## config.mk

```make
export PLATFORM = sky130hd
export DESIGN_NAME = depth_chain_ctrl
export DESIGN_NICKNAME = d
export VERILOG_FILES = /design/src/rtl/depth_chain_pkg.sv /design/src/rtl/depth_chain_mode.sv /design/src/rtl/depth_chain_ptr.sv /design/src/rtl/depth_chain_token.sv /design/src/rtl/depth_chain_ctrl.sv
export SDC_FILE = /design/constraint.sdc
export NUM_CORES = 1
export LEC_CHECK = 0
export BUFFER_PORTS_ARGS = -buffer_cell sky130_fd_sc_hd__buf_2
export CORE_AREA = 2 2 39 41
export DETAILED_ROUTE_END_ITERATION = 12
export DIE_AREA = 0 0 41 43
export GPL_TIMING_DRIVEN = 1
export PLACE_DENSITY = 0.76
export RECOVER_POWER = 25
export SLEW_MARGIN = 20
export SYNTH_ARGS = -nofsm -noshare
export SYNTH_HDL_FRONTEND = slang
export SYNTH_SLANG_ARGS = --single-unit
```

## constraint.sdc

```tcl
create_clock -name clk_i -period 3 [get_ports clk_i]
set_input_delay 0.3 -clock clk_i [delete_from_list [all_inputs] [get_ports clk_i]]
set_output_delay 0.3 -clock clk_i [all_outputs]
set_load 0.01 [all_outputs]
```

## src/rtl/depth_chain_pkg.sv

```systemverilog
package depth_chain_pkg;
  typedef enum logic [1:0] {
    MODE_BOOT   = 2'd0,
    MODE_CHAIN  = 2'd1,
    MODE_SINGLE = 2'd2
  } chain_mode_e;
endpackage

```

## src/rtl/depth_chain_mode.sv

```systemverilog
module depth_chain_mode
  import depth_chain_pkg::*;
(
  input  logic        clk_i,
  input  logic        rst_ni,
  input  logic        wr_xin_ni,
  input  logic        rd_xin_ni,
  output chain_mode_e mode_o
);
  chain_mode_e mode_q;

  // mode is fixed once, on the first edge after reset
  always_ff @(posedge clk_i or negedge rst_ni) begin
    if (!rst_ni) begin
      mode_q <= MODE_BOOT;
    end else if (mode_q == MODE_BOOT) begin
      mode_q <= (!wr_xin_ni || !rd_xin_ni) ? MODE_SINGLE : MODE_CHAIN;
    end
  end

  assign mode_o = mode_q;
endmodule

```

## src/rtl/depth_chain_ptr.sv

```systemverilog
module depth_chain_ptr #(
  parameter int DEPTH = 4,
  parameter int AW    = 2
) (
  input  logic          clk_i,
  input  logic          rst_ni,
  input  logic          adv_i,
  output logic [AW-1:0] addr_o,
  output logic          last_o
);
  localparam logic [AW-1:0] LAST = AW'(DEPTH - 1);

  logic [AW-1:0] addr_q;

  always_ff @(posedge clk_i or negedge rst_ni) begin
    if (!rst_ni) begin
      addr_q <= '0;
    end else if (adv_i) begin
      addr_q <= (addr_q == LAST) ? '0 : addr_q + 1'b1;
    end
  end

  assign addr_o = addr_q;
  assign last_o = (addr_q == LAST);
endmodule

```

## src/rtl/depth_chain_token.sv

```systemverilog
module depth_chain_token
  import depth_chain_pkg::*;
(
  input  logic        clk_i,
  input  logic        rst_ni,
  input  chain_mode_e mode_i,
  input  logic        head_i,
  input  logic        take_ni,
  input  logic        req_i,
  input  logic        last_i,
  output logic        en_o,
  output logic        fire_no
);
  logic own_q;
  logic fire_nq;
  logic chain;
  logic single;
  logic fire;

  assign chain  = (mode_i == MODE_CHAIN);
  assign single = (mode_i == MODE_SINGLE);
  assign en_o   = req_i && (single || (chain && own_q));
  assign fire   = chain && en_o && last_i;

  always_ff @(posedge clk_i or negedge rst_ni) begin
    if (!rst_ni) begin
      own_q   <= 1'b0;
      fire_nq <= 1'b1;
    end else begin
      if (mode_i == MODE_BOOT) own_q <= head_i;
      else                     own_q <= !take_ni || (own_q && !fire);
      fire_nq <= !fire;
    end
  end

  assign fire_no = fire_nq;
endmodule

```

## src/rtl/depth_chain_ctrl.sv

```systemverilog
module depth_chain_ctrl
  import depth_chain_pkg::*;
#(
  parameter  int DEPTH = 4,
  localparam int AW    = (DEPTH > 1) ? $clog2(DEPTH) : 1
) (
  input  logic          clk_i,
  input  logic          rst_ni,
  input  logic          lead_ni,
  input  logic          wr_xin_ni,
  input  logic          rd_xin_ni,
  input  logic          wr_req_i,
  input  logic          rd_req_i,
  input  logic          half_full_i,
  output logic          wr_en_o,
  output logic          rd_en_o,
  output logic [AW-1:0] wr_addr_o,
  output logic [AW-1:0] rd_addr_o,
  output logic          wr_xout_no,
  output logic          rd_xout_no
);
  localparam int NDIR = 2;  // 0 = write, 1 = read

  chain_mode_e     mode;
  logic [NDIR-1:0] req;
  logic [NDIR-1:0] take_n;
  logic [NDIR-1:0] en;
  logic [NDIR-1:0] last;
  logic [NDIR-1:0] fire_n;
  logic [AW-1:0]   addr [NDIR];
  logic            hf_nq;

  assign req    = {rd_req_i, wr_req_i};
  assign take_n = {rd_xin_ni, wr_xin_ni};

  depth_chain_mode u_mode (
    .clk_i    (clk_i),
    .rst_ni   (rst_ni),
    .wr_xin_ni(wr_xin_ni),
    .rd_xin_ni(rd_xin_ni),
    .mode_o   (mode)
  );

  for (genvar d = 0; d < NDIR; d++) begin : g_dir
    depth_chain_ptr #(.DEPTH(DEPTH), .AW(AW)) u_ptr (
      .clk_i (clk_i),
      .rst_ni(rst_ni),
      .adv_i (en[d]),
      .addr_o(addr[d]),
      .last_o(last[d])
    );

    depth_chain_token u_tok (
      .clk_i  (clk_i),
      .rst_ni (rst_ni),
      .mode_i (mode),
      .head_i (!lead_ni),
      .take_ni(take_n[d]),
      .req_i  (req[d]),
      .last_i (last[d]),
      .en_o   (en[d]),
      .fire_no(fire_n[d])
    );
  end

  always_ff @(posedge clk_i or negedge rst_ni) begin
    if (!rst_ni) hf_nq <= 1'b1;
    else         hf_nq <= !half_full_i;
  end

  assign wr_en_o    = en[0];
  assign rd_en_o    = en[1];
  assign wr_addr_o  = addr[0];
  assign rd_addr_o  = addr[1];
  // single mode reuses the write expansion pin as a half-full indication
  assign wr_xout_no = (mode == MODE_SINGLE) ? hf_nq : fire_n[0];
  assign rd_xout_no = fire_n[1];
endmodule

```

# [After elaboration in Yosys (flattened, before gate mapping)]
# Cells that the tools add are included.
[op_classes] n_mux=6 n_eq_ne=4 n_mul=0 shifts=0 n_addsub=2 reduce_logical=22 order_cmp=0 n_div=0 bitwise=0
[op_table] op="1-bit logical AND" count=10
[op_table] op="2-bit equality test, second input constant" count=3
[op_table] op="1-bit logical NOT" count=6
[op_table] op="2-bit 2-to-1 mux" count=3
[op_table] op="1-bit logical OR" count=5
[op_table] op="2-bit by 1-bit adder with 2-bit output, second input constant" count=2
[op_table] op="1-bit 2-to-1 mux" count=3
[op_table] op="2-bit by 1-bit equality test with 1-bit output, second input constant" count=1
[op_table] op="2-bit logical NOT" count=1
[totals] latchBits=0 romBits=0 n_memories=0 regBits=11 ramBits=0 input_bits=8

# [Depth between registers and ports, before layout]
# Gate-level depths: netlist of the first run.
[depth] ltp_word=10 depth_mapped=4

# [Cells and area by module]
# Synthesis of the first run repeated with hierarchy kept, for this count alone.
[unflattened] hier_cells=45 hier_area_um2=563.0
[by_module_without_submodules] mod="depth_chain_token" cells_per_inst=11 area_per_inst_um2=120.1 instances=2
[by_module_without_submodules] mod="depth_chain_ptr" cells_per_inst=6 area_per_inst_um2=93.8 instances=2
[by_module_without_submodules] mod="depth_chain_mode" cells_per_inst=6 area_per_inst_um2=72.6 instances=1
[by_module_without_submodules] mod="depth_chain_ctrl" cells_per_inst=5 area_per_inst_um2=62.6 instances=1

# [Least setup slack after synthesis of the first run]
# No wires, ideal clock.
[synth_timing] kind="register to register" startpoint="reg u_mode.mode_q[0], in the netlist u_mode.mode_o[0]" endpoint="reg g_dir[0].u_ptr.addr_q[0]" setup_slack_ns=1.681 n_path_buf=0 path_stages_with_launch=4 arrival_ns=1.194 setup_time_ns=0.125 cell_sequence="dfrtp_1 > or2b_4 > a21boi_4 > mux2_4"
[synth_between] elab_chain_len=4
[synth_rtl] item="from (decl)" line="depth_chain_mode.sv:10" text="chain_mode_e mode_q;"
[synth_rtl] item="from (signal assigned)" line="depth_chain_mode.sv:17" text="mode_q <= (!wr_xin_ni || !rd_xin_ni) ? MODE_SINGLE : MODE_CHAIN;"
[synth_rtl] item="2-bit by 1-bit equality test with 1-bit output" line="depth_chain_token.sv:20" text="assign chain = (mode_i == MODE_CHAIN);"
[synth_rtl] item="1-bit logical AND" line="depth_chain_token.sv:22" text="assign en_o = req_i && (single || (chain && own_q));"
[synth_rtl] item="1-bit logical OR *" line="depth_chain_token.sv:22"
[synth_rtl] item="1-bit logical AND *" line="depth_chain_token.sv:22"
[synth_rtl] item="named net wr_en_o" line="depth_chain_ctrl.sv:15" text="output logic wr_en_o,"
[synth_rtl] item="to (signal assigned)" line="depth_chain_ptr.sv:19" text="addr_q <= (addr_q == LAST) ? '0 : addr_q + 1'b1;"
[synth_rtl] item="to (decl)" line="depth_chain_ptr.sv:13" text="logic [AW-1:0] addr_q;"
# Mark *: on every way through the listed nets, which the timed path passes. The rest lies on a longest branch.
# A chain may end at the register's enable or synchronous reset.

# [Worst setup path in the final report of the first run]
[layout_timing] startpoint="reg u_mode.mode_q[0], in the netlist u_mode.mode_o[0]" endpoint="out wr_en_o"
[layout_between] elab_chain_len=4
[layout_rtl] item="2-bit by 1-bit equality test with 1-bit output" line="depth_chain_token.sv:20"
[layout_rtl] item="1-bit logical AND" line="depth_chain_token.sv:22"
[layout_rtl] item="1-bit logical OR *" line="depth_chain_token.sv:22"
[layout_rtl] item="1-bit logical AND *" line="depth_chain_token.sv:22"
[layout_rtl] item="to (decl)" line="depth_chain_ctrl.sv:15"
# Mark *: on every way between the ends. The rest lies on a longest branch, timed or not.

==> results of run 1 <==
-- power by group --
part / leakage [nW] / internal (mW) / switching, mW
clock network: 0.0150 / 0.0514 / 0.0487
registers: 0.118 / 0.178 / 0.0335
logic: 0.216 / 0.0902 / 0.0768
-- cell families after synthesis --
family / count (synthesis)
AOI/OAI and AO/OA: 11
adders and majority gates: 2
buffers and inverters: 5
DFF: 11
muxes: 3
and+or+nand+nor: 25
-- cells in the mapped netlist (all sizes together) (2+ instances only) --
library cell  instances  area (µm²)
inv                   3        11.3
ha                    2        25.0
dfrtp                 8         200
nand4                 3        18.8
a21oi                 2        10.0
mux2                  2        30.0
nor2                  3        11.3
nand2b                3        18.8
nand2                 6        22.5
nand3b                2        27.5
buf                   2        10.0
o21ai                 2        10.0
dfstp                 3        78.8
-- placed cells by master, fill, tap and decap left out, drive strengths merged, types with 2 or more instances in the layout --
master / n
ha: 2
dfstp: 3
buf: 14
a21oi: 2
nand4: 3
inv: 3
o21ai: 2
nor2: 3
mux2: 2
clkbuf: 5
nand2: 6
dfrtp: 8
nand3b: 2
nand2b: 3
-- state kept, by name, indices dropped and copies added, names as in the netlist --
name	cells
g_dir.u_ptr.addr_o	4
g_dir.u_tok.fire_no	2
g_dir.u_tok.own_q	2
hf_nq	1
u_mode.mode_o	2
-- stage by stage --
step	instances	worst slack, ns
3_3_place_gp	86	1.56
4_1_cts	91	1.24
2_1_floorplan	57	1.68
3_5_place_dp	86	1.54
6_report	91	1.24
5_1_grt	91	1.16
-- layer usage --
layer,vias to the layer above,part of all wire (%)
li1,238,-
met1,232,47
met2,18,45
met3,2,5.5
met4,0,1.7
met5,-,0
-- worst min-delay path by stage --
stage                            from                  endpoint  slack (ns)  cells past startpoint
after floorplan                rst_ni  g_dir[0].u_ptr.addr_o[0]       0.004                      0
after global placement         rst_ni  g_dir[0].u_ptr.addr_o[0]        0.18                      1
after detailed placement       rst_ni  g_dir[0].u_ptr.addr_o[0]        0.18                      1
after CTS                 half_full_i                     hf_nq        0.14                      2
after global routing      half_full_i                     hf_nq        0.13                      2
final                     half_full_i                     hf_nq        0.14                      2
-- cell type report --
cell class | count | share of cell area (%)
multi-input combinational | 41 | 42.4
sequential | 11 | 38.3
timing repair buffer | 16 | 11.5
clock buffer | 4 | 3.60
tap | 16 | 2.74
inverter | 3 | 1.54
-- repair_timing --
action,4_1_cts,5_1_grt
hold endpoints to repair,8,0
hold buffers,1,0
gates resized for setup,0,0
setup endpoints to repair,0,0
==> summary.md, run 1 <==
| Metric | Value |
|---|---|
| Post-synth EDFFs | 0 |
| Worst slew margin | about three fifths |
| Hold WC Path Type | input port to flop |
| Router iterations before antenna repair | 4 |
| Vias post-DR | 490 |
| Drt drc | 0 |
| RSZ-0062 raised after global routing | false |
| Die height | 43 µm |
| Die area | 1760 µm² |
| Reg-to-reg endpoint | g_dir[0].u_ptr.addr_o[1] |
| Netlist cell types | 30 |
| Net Count, Synth | 67 |
| Setup Fix Bufs, Post-CTS | 0 |
| CTS Sinks | 11 |
| Worst-margin pin slew | around 0.58 ns |
| Leakage | 0.348 nW |
| Chip Width | 41 µm |
| Critical Setup Path Class | flop to output port |
| DRT iter0 DRCs | 13 |
| Crit-path max FO | 14 |
| Placement Rows | 14 |
| First-pass GRT wire length | 1.94 mm |
| DRT antenna net count | 0 |
| Area occupied by multi-input gates | 309 µm² |
| Design area | 729 µm² |
| Main synth FF type | dfrtp_1 |
| M2 GR Usage | 22.8% |
| Clock Skew | 0.00150 ns |
| Final hold violations | 0 |
| Wire per inst | 12.3 µm |
| Longest Clk Path Bufs | 2 |
| # IOs | 16 |
| Reg-to-reg startpoint | u_mode.mode_o[0] |
| Initial antenna violation count | 0 |
| Worst-path clk slew | 0.07 ns |
| Fraction of final layout cells sized beyond drive strength 1 | 33.3% |
| Flip-flop and latch area | roughly 280 µm² |
| Worst reg2reg path depth | 3 |
| Setup TNS | 0 ns |
| Final nets | 86 |
| GR Overflow Total | 0 |
| Final Hold Slack | 0.144 ns |
| Area of the mapped netlist | 609 µm² |
| Core Area | 1380 µm² |
| Mux contribution to synthesized area | 6.57% |
| CP Cell Sequence | or2b_4 -> a21boi_4 -> buf_2 |
| Gate count of the mapped netlist | 57 |
| Worst path required time | between 2 and 3 ns |
| Total Power | about 0.48 mW |
| Levels on crit path | 3 |
| Number of synthesized register bits | 11 |
| Count of final setup violators | 0 |
| IO buf count | 15 |
| Crit path buf inv count | 1 |
| Synth Warn # | 0 |
| Ys async rst share | between 90% and 100% |
| Critical path capture point | wr_en_o |
| Routability cong. | between 0.7 and 0.8 |
| Fin crit period | 1.76 ns |
| Post-synthesis sequential area ratio | approximately 46% |
| Vias/cell | 5.38 |
| Flop2flop setup slack | 1.54 ns |
| Max rail drop VDD | 0.000255 V |
| CP delay by family, top | flip-flops |
| Global Route met1 Usage | 22.8% |
| Crit path max-delay cell type | dfrtp_1 |
| CP Launch Type | flop |
| Crit path launch | u_mode.mode_o[0] |
| Fillers | 134 |
| Inserted Diodes | 0 |
| Power density over cell area | ~660 nW/µm² |
| Met3 usage | 1.57% |
| Root Driver | clkbuf_4 |
| All-Layer GR Usage | 16.5% |
| Final period utilization | 58.6% |
| Post-DP HPWL | about 860 µm |
| Status | finished, final reports clean |
| Layout Utilization | 52.7% |
| Area after DPL | 694 µm² |
| Latest clock arrival within the worst-skew pair | 0.26 ns |
| Synth-to-Final Area Change | 19.7% |
| Largest net degree at the start of global routing | 15 |
| Worst EP arrival | 1.46 ns |
| Max Freq | 0.569 GHz |
| CTS tree | done |
| Critical path's largest stage delay | 0.53 ns |
| Combinational family with the most area after synthesis | simple AND/OR/NAND/NOR gates |
| Post-Route WL | 1.12 mm |
| Max-cap viol count | 0 |
| Crit. End Element | output port |
| Synth Area in Simple Gates | 26.3% |
| Cts bufs inserted | 3 |
| H-tree depth | 1 |
| Gr busiest metal | met1 |
| Number of global-route vias before repair | 453 |
| Starting Density | 44.0% |
| Post-synthesis adder-cell area fraction | 4.11% |
| Syn_area_per_cell | 10.7 µm² |
| Post-Synth XOR/XNOR Area | 0% |
| Max Slew Vio Count | 0 |
| Compound-gate portion of the synthesized area | between 10% and 20% |
(Power assumes the default switching activity.)
==> inputs of run 2 (changes only) <==
--- a/config.mk
+++ b/config.mk
@@ -6,9 +6,9 @@
 export NUM_CORES = 1
 export LEC_CHECK = 0
 export BUFFER_PORTS_ARGS = -buffer_cell sky130_fd_sc_hd__buf_2
-export CORE_AREA = 2 2 39 41
+export CORE_MARGIN = 2
+export CORE_UTILIZATION = 44
 export DETAILED_ROUTE_END_ITERATION = 12
-export DIE_AREA = 0 0 41 43
 export GPL_TIMING_DRIVEN = 1
 export PLACE_DENSITY = 0.76
 export RECOVER_POWER = 25
==> constraint.sdc (replaced) <==
create_clock -name clk_i -period 1.5 [get_ports clk_i]
set_input_delay 0.15 -clock clk_i [delete_from_list [all_inputs] [get_ports clk_i]]
set_output_delay 0.15 -clock clk_i [all_outputs]
set_load 0.01 [all_outputs]
==> run 2 against run 1 <==
Net effect: die area is 3.6% lower; cell count is 5.5% higher; wire length is 7.7% higher; worst setup slack worse by 1.2 ns; non-clock buffer count is 6 higher; via count is 0.61% lower; critical path depth is 1 higher; sequential power is 100% higher; clock power is 100% higher; largest cell class unchanged; largest power group unchanged.
==> summary.md, run 2 (synthesis results as in run 1) <==
| Metric | Value |
|---|---|
| Status | finished, final reports clean |
| Chip Width | 41.2 µm (+0.52%) |
| Leakage | 0.383 nW (+9.8%) |
| Worst-margin pin slew | 0.585 ns (+0.00254 ns) |
| Post-Route WL | 1.20 mm (+7.7%) |
| Die height | 41.2 µm (-4.2%) |
| Most frequent cells in the layout | buf_2, dfrtp_1, nand2_1 |
| Max reg flops | 4 (unchanged) |
| Die area | 1700 µm² (-3.6%) |
| Max rail drop VDD | 0.000605 V (+140%) |
| IO buf count | 15 (unchanged) |
| Vias post-DR | 487 (-0.61%) |
| Placement Rows | 13 (-1) |
| Worst path required time | 1.35 ns (-1.35 ns) |
| Critical path's largest stage delay | 0.42 ns (-0.11 ns) |
| Crit. End Element | output port |
| Internal | 0.643 mW (+100%) |
| Cts bufs inserted | 3 (unchanged) |
| Switch share | 34.1% (+0.88 points) |
| Worst-path clk slew | 0.08 ns (about the same) |
| Synth-to-Final Area Change | 29.6% |
| Commonest non-fill, non-tap cell in the layout | buf_2 |
| Net Switching | 0.333 mW (+110%) |
| Sequential share of power | 43.6% (-0.5 points) |
| Power density over cell area | 1240 nW/µm² (+88%) |
| Count of final setup violators | 0 (unchanged) |
| Max-cap viol count | 0 (unchanged) |
| All-Layer GR Usage | 16.8% (+0.34 points) |
| Hold WC Path Type | input port to flop |
| Post-DP HPWL | 827 µm (-4.3%) |
| Core Area | 1300 µm² (-6.0%) |
| Inserted Diodes | 0 (unchanged) |
| GR Overflow Total | 0 (unchanged) |
| DRT antenna net count | 0 (unchanged) |
| # IOs | 16 (unchanged) |
| RSZ-0062 raised after global routing | true |
| Flip-flop and latch area | 279 µm² (unchanged) |
| Crit path max-delay cell type | dfrtp_1 |
| Largest net degree at the start of global routing | 14 (-1) |
| H-tree depth | 1 (unchanged) |
| CTS tree | done |
| Critical Setup Path Class | flop to output port |
| Worst EP arrival | 1.34 ns (-0.12 ns) |
| Max Slew Vio Count | 0 (unchanged) |
| Max Freq | 0.669 GHz |
| Wire per inst | 12.5 µm (+2.1%) |
| Reg-to-reg startpoint | u_mode.mode_o[1] |
| Root Driver | clkbuf_4 |
| Fin crit period | around 1.5 ns |
| Layout Utilization | 60.7% (+8.0 points) |
| Fillers | 123 (-8.2%) |
| Crit path buf inv count | 2 (+1) |
| Crit-path max FO | 6 (-8) |
| Area occupied by multi-input gates | 310 µm² (+0.41%) |
| Worst slew margin | 61.0% (-0.17 points) |
| First-pass GRT wire length | 1.82 mm (-6.0%) |
| Number of global-route vias before repair | 452 (-0.22%) |
| CP delay by family, top | flip-flops |
| CP Launch Type | flop |
| Router iterations before antenna repair | 2 (-2) |
| Initial antenna violation count | 0 (unchanged) |
| Crit path launch | u_mode.mode_o[1] |
| Min-delay src | wr_req_i |
| Cells after DPL | 87 (+1.2%) |
| Final period utilization | 99.6% |
| Drt drc | 0 (unchanged) |
| Latest clock arrival within the worst-skew pair | 0.27 ns (about the same) |
| Final nets | 92 (+7.0%) |
| Comb pwr share | 35.4% (+0.5 points) |
| Starting Density | 46.8% (+2.8 points) |
| Fraction of final layout cells sized beyond drive strength 1 | 39.5% (+6.2 points) |
| CP Cell Sequence | buf_6 -> and2b_2 -> o21a_1 -> buf_2 |
| Final hold violations | 0 (unchanged) |
| Longest Clk Path Bufs | 2 (unchanged) |
| Clk pwr share | 21.0% (about the same) |
| CTS Sinks | 11 (unchanged) |
| DRT iter0 DRCs | 6 (-7) |
| Clock Skew | 0.00410 ns (+0.00260 ns) |
| Vias/cell | 5.07 (-5.8%) |
| Routability cong. | 0.819 (+6.2%) |
| Post-route non-filler standard cell count | 96 (+5.5%) |
[run 2: final cells by class]
type	instances	area share, %
Timing Repair Buffer	22	18.1
Sequential cell	11	35.3
Tap cell	15	2.38
Inverter	3	1.43
Multi-Input combinational cell	41	39.3
Clock buffer	3	2.85
Clock inverter	1	0.634
[run 2: worst reg2reg max path: stages (launching register included)]
cell      delay, ns
dfrtp_1        0.41
or2b_4         0.31
a21boi_4       0.19
mux2_4         0.31
[run 2: through the flow]
step | worst slack (ns) | area [µm²] | TNS, ns | hold slack (ns) | total power [mW]
2_1_floorplan | 0.181 | 609 | 0 | -0.146 | 0.638
3_3_place_gp | 0.212 | 708 | 0 | 0.0282 | 0.748
3_5_place_dp | 0.192 | 708 | 0 | 0.0298 | 0.761
4_1_cts | 0.00551 | 767 | 0 | 0.0613 | 0.974
5_1_grt | -0.0519 | 790 | -0.0713 | 0.0678 | 1.05
6_report | 0.00617 | 790 | 0 | 0.0659 | 0.976
[run 2: path summary, 6_finish.rpt]
check                           slack, ns  cells past startpoint                  endpoint
worst max register to register       0.16                      3  g_dir[0].u_ptr.addr_o[0]
max in group asynchronous            0.73                      2  g_dir[0].u_ptr.addr_o[0]
worst min-delay path                 0.07                      2    g_dir[0].u_tok.fire_no
worst min register to register       0.51                      1    g_dir[1].u_tok.fire_no
min in group asynchronous            0.38                      2      g_dir[1].u_tok.own_q
worst max-delay path                0.006                      4                   rd_en_o
[run 2: repair_timing]
action | 4_1_cts | 5_1_grt
hold buffers | 2 | 0
hold endpoints to repair | 12 | 0
resized for setup | 1 | 3
pin swaps | 0 | 1
setup buffers | 1 | 2
gates cloned | 0 | 0
setup endpoints to repair | 1 | 2
[run 2: metal layers]
| metal | vias up | global-route usage (%) | wire length [µm] |
|---|---|---|---|
| met5 | - | 0 | 0 |
| met4 | 0 | 4.84 | 17 |
| met3 | 2 | 6.52 | 43 |
| met2 | 9 | 25.0 | 530 |
| met1 | 222 | 22.5 | 610 |
| li1 | 254 | - | - |
[run 2: power by group through the flow]
| stage | sequential [mW] | clock, mW | combinational (mW) |
|---|---|---|---|
| after floorplan | 0.440 | 0 | 0.197 |
| after global routing | 0.432 | 0.223 | 0.394 |
| after detailed placement | 0.428 | 0 | 0.333 |
| final | 0.425 | 0.205 | 0.346 |
| after global placement | 0.422 | 0 | 0.326 |
| after CTS | 0.422 | 0.212 | 0.340 |
==> inputs of run 3 (changes only) <==
--- a/config.mk
+++ b/config.mk
@@ -6,9 +6,9 @@
 export NUM_CORES = 1
 export LEC_CHECK = 0
 export BUFFER_PORTS_ARGS = -buffer_cell sky130_fd_sc_hd__buf_2
-export CORE_MARGIN = 2
-export CORE_UTILIZATION = 44
+export CORE_AREA = 2 2 39 41
 export DETAILED_ROUTE_END_ITERATION = 12
+export DIE_AREA = 0 0 41 43
 export GPL_TIMING_DRIVEN = 1
 export PLACE_DENSITY = 0.76
 export RECOVER_POWER = 25
==> constraint.sdc (replaced) <==
create_clock -name clk_i -period 1.45 [get_ports clk_i]
set_input_delay 0.145 -clock clk_i [delete_from_list [all_inputs] [get_ports clk_i]]
set_output_delay 0.145 -clock clk_i [all_outputs]
set_load 0.005 [all_outputs]
==> run 3 against run 2 <==
Net effect: via count up 4.1%; sequential power about the same; clock skew down 0.0032 ns; total power up 3.9%; first-iteration DRC count down 67%; die area up 3.8%; worst setup slack better by 0.0066 ns; non-clock buffer count up 3; largest cell class unchanged; highest routed layer is now met3.
==> summary.md, run 3 (synthesis results as in run 1) <==
| Metric | Value |
|---|---|
| Inserted Diodes | 0 (unchanged) |
| Wire per inst | 13.5 µm (+8.0%) |
| Max Freq | 0.696 GHz |
| Final hold violations | 0 (unchanged) |
| Cells after DPL | 89 (+2.3%) |
| Hold WC Path Type | input port to flop |
| Crit-path max FO | 4 (-2) |
| Die height | 43 µm (+4.3%) |
| CTS tree | done |
| DRT iter0 DRCs | 2 (-4) |
| Drt drc | 0 (unchanged) |
| Area after DPL | 717 µm² (+1.2%) |
| Crit. End Element | output port |
| Layout Utilization | 58.4% (-2.3 points) |
| Post-Route WL | 1.35 mm (+12%) |
| Vias/cell | 5.07 (about the same) |
| # IOs | 16 (unchanged) |
| Fraction of final layout cells sized beyond drive strength 1 | 40.5% (+0.97 points) |
| Crit path max-delay cell type | dfrtp_1 |
| Worst-margin pin slew | 0.581 ns (-0.00378 ns) |
| Power density over cell area | 1250 nW/µm² (+1.5%) |
| Setup TNS | 0 ns (unchanged) |
| Root Driver | clkbuf_4 |
| Worst-path clk slew | 0.07 ns (about the same) |
| Fin crit period | 1.44 ns |
| Worst path required time | 1.31 ns (-0.04 ns) |
| Worst slew margin | 61.3% (+0.25 points) |
| Max-cap viol count | 0 (unchanged) |
| Fillers | 126 (+2.4%) |
| Core Area | 1380 µm² (+6.3%) |
| Critical path's largest stage delay | 0.41 ns (about the same) |
| Max reg flops | 4 (unchanged) |
| Total Power | 1.01 mW (+3.9%) |
| Clock Skew | 0.000938 ns (-0.00316 ns) |
| First-pass GRT wire length | 2.11 mm (+16%) |
| Cts bufs inserted | 3 (unchanged) |
| IO buf count | 15 (unchanged) |
| RSZ-0062 raised after global routing | true |
| Number of global-route vias before repair | 468 (+3.5%) |
| Synth-to-Final Area Change | 32.6% |
| Design area | 808 µm² (+2.4%) |
| Die area | 1760 µm² (+3.8%) |
| Latest clock arrival within the worst-skew pair | 0.26 ns (about the same) |
| Max rail drop VDD | 0.000662 V (+9.4%) |
| GR Overflow Total | 0 (unchanged) |
| Status | finished, final reports clean |
| CP Launch Type | flop |
| Count of final setup violators | 0 (unchanged) |
| Post-route non-filler standard cell count | 100 (+4.2%) |
| Most frequent cells in the layout | buf_2, dfrtp_1, nand2_1, buf_4 |
| All-Layer GR Usage | 17.9% (+1.1 points) |
| Max Slew Vio Count | 0 (unchanged) |
| Final period utilization | 99.1% |
| Commonest non-fill, non-tap cell in the layout | buf_2 |
| Post-DP HPWL | 972 µm (+18%) |
| Worst EP arrival | 1.29 ns (-0.05 ns) |
| Placement Rows | 14 (+1) |
| Starting Density | 44.0% (-2.8 points) |
| Critical Setup Path Class | flop to output port |
| Largest net degree at the start of global routing | 12 (-2) |
| CTS Sinks | 11 (unchanged) |
| Vias post-DR | 507 (+4.1%) |
| Initial antenna violation count | 0 (unchanged) |
| H-tree depth | 1 (unchanged) |
| Chip Width | 41 µm (-0.52%) |
| Leakage | 0.393 nW (+2.8%) |
| CP Cell Sequence | buf_6 -> and2b_2 -> o21a_1 -> buf_2 |
| DRT antenna net count | 0 (unchanged) |
| Router iterations before antenna repair | 4 (+2) |
| Routability cong. | 0.799 (-2.4%) |
| Longest Clk Path Bufs | 2 (unchanged) |
| Final nets | 95 (+3.3%) |
## run 3: per-layer routing
layer | wire [µm] | GRT usage (%) | up-vias | share of wire [%]
met2 | 719 | 30.3 | 10 | 53
met3 | 40 | 3.14 | 0 | 3.0
met4 | 0 | 8.00 | 0 | 0
met1 | 591 | 20.4 | 240 | 44
met5 | 0 | 0 | - | 0
li1 | - | - | 257 | -
## run 3: path summary, 6_finish.rpt
check / startpoint / end / slack [ns] / cells after the start
setup reg to reg: u_mode.mode_o[1] / g_dir[0].u_ptr.addr_o[1] / 0.04 / 4
max in group asynchronous: rst_ni / g_dir[1].u_tok.own_q / 0.69 / 2
hold reg to reg: g_dir[1].u_tok.own_q / g_dir[1].u_tok.fire_no / 0.51 / 1
min in group asynchronous: rst_ni / g_dir[0].u_ptr.addr_o[0] / 0.38 / 2
hold / removal: wr_xin_ni / g_dir[0].u_tok.own_q / 0.07 / 2
setup / recovery: u_mode.mode_o[1] / rd_en_o / 0.01 / 4
## run 3: worst max-delay path: cells and delay by family (launching register included)
| family | cells | cell delay, ns |
|---|---|---|
| flip-flops | 1 | 0.41 |
| buffers and inverters | 2 | 0.25 |
| AO/OA/AOI/OAI | 1 | 0.16 |
| AND/OR/NAND/NOR | 1 | 0.20 |
## run 3: cell type report
cell class | count | area (µm²) | area share [%]
tap | 16 | 20.0 | 2.48
sequential | 11 | 279 | 34.5
timing repair buffer | 25 | 161 | 20.0
clock buffer | 4 | 26.3 | 3.25
multi-input combinational | 41 | 310 | 38.4
inverter | 3 | 11.3 | 1.39
## run 3: power by group
group          switching [mW]  total (mW)  internal (mW)
Combinational           0.164       0.380          0.216
Clock                   0.102       0.208          0.106
Sequential             0.0582       0.426          0.367
Total                   0.324        1.01          0.690
## run 3: through the flow
stage | setup slack (ns) | hold WS (ns)
after floorplan | 0.160 | -0.151
after global placement | 0.215 | 0.0231
after detailed placement | 0.172 | 0.0255
after CTS | 0.00701 | 0.0635
after global routing | -0.0526 | 0.0686
final | 0.0128 | 0.0682
## run 3: timing repair
action | CTS | global route
setup buffers | 3 | 2
resized for setup | 2 | 1
hold endpoints to repair | 12 | 0
setup endpoints to repair | 1 | 3
hold buffers | 2 | 0
pin swaps | 0 | 2
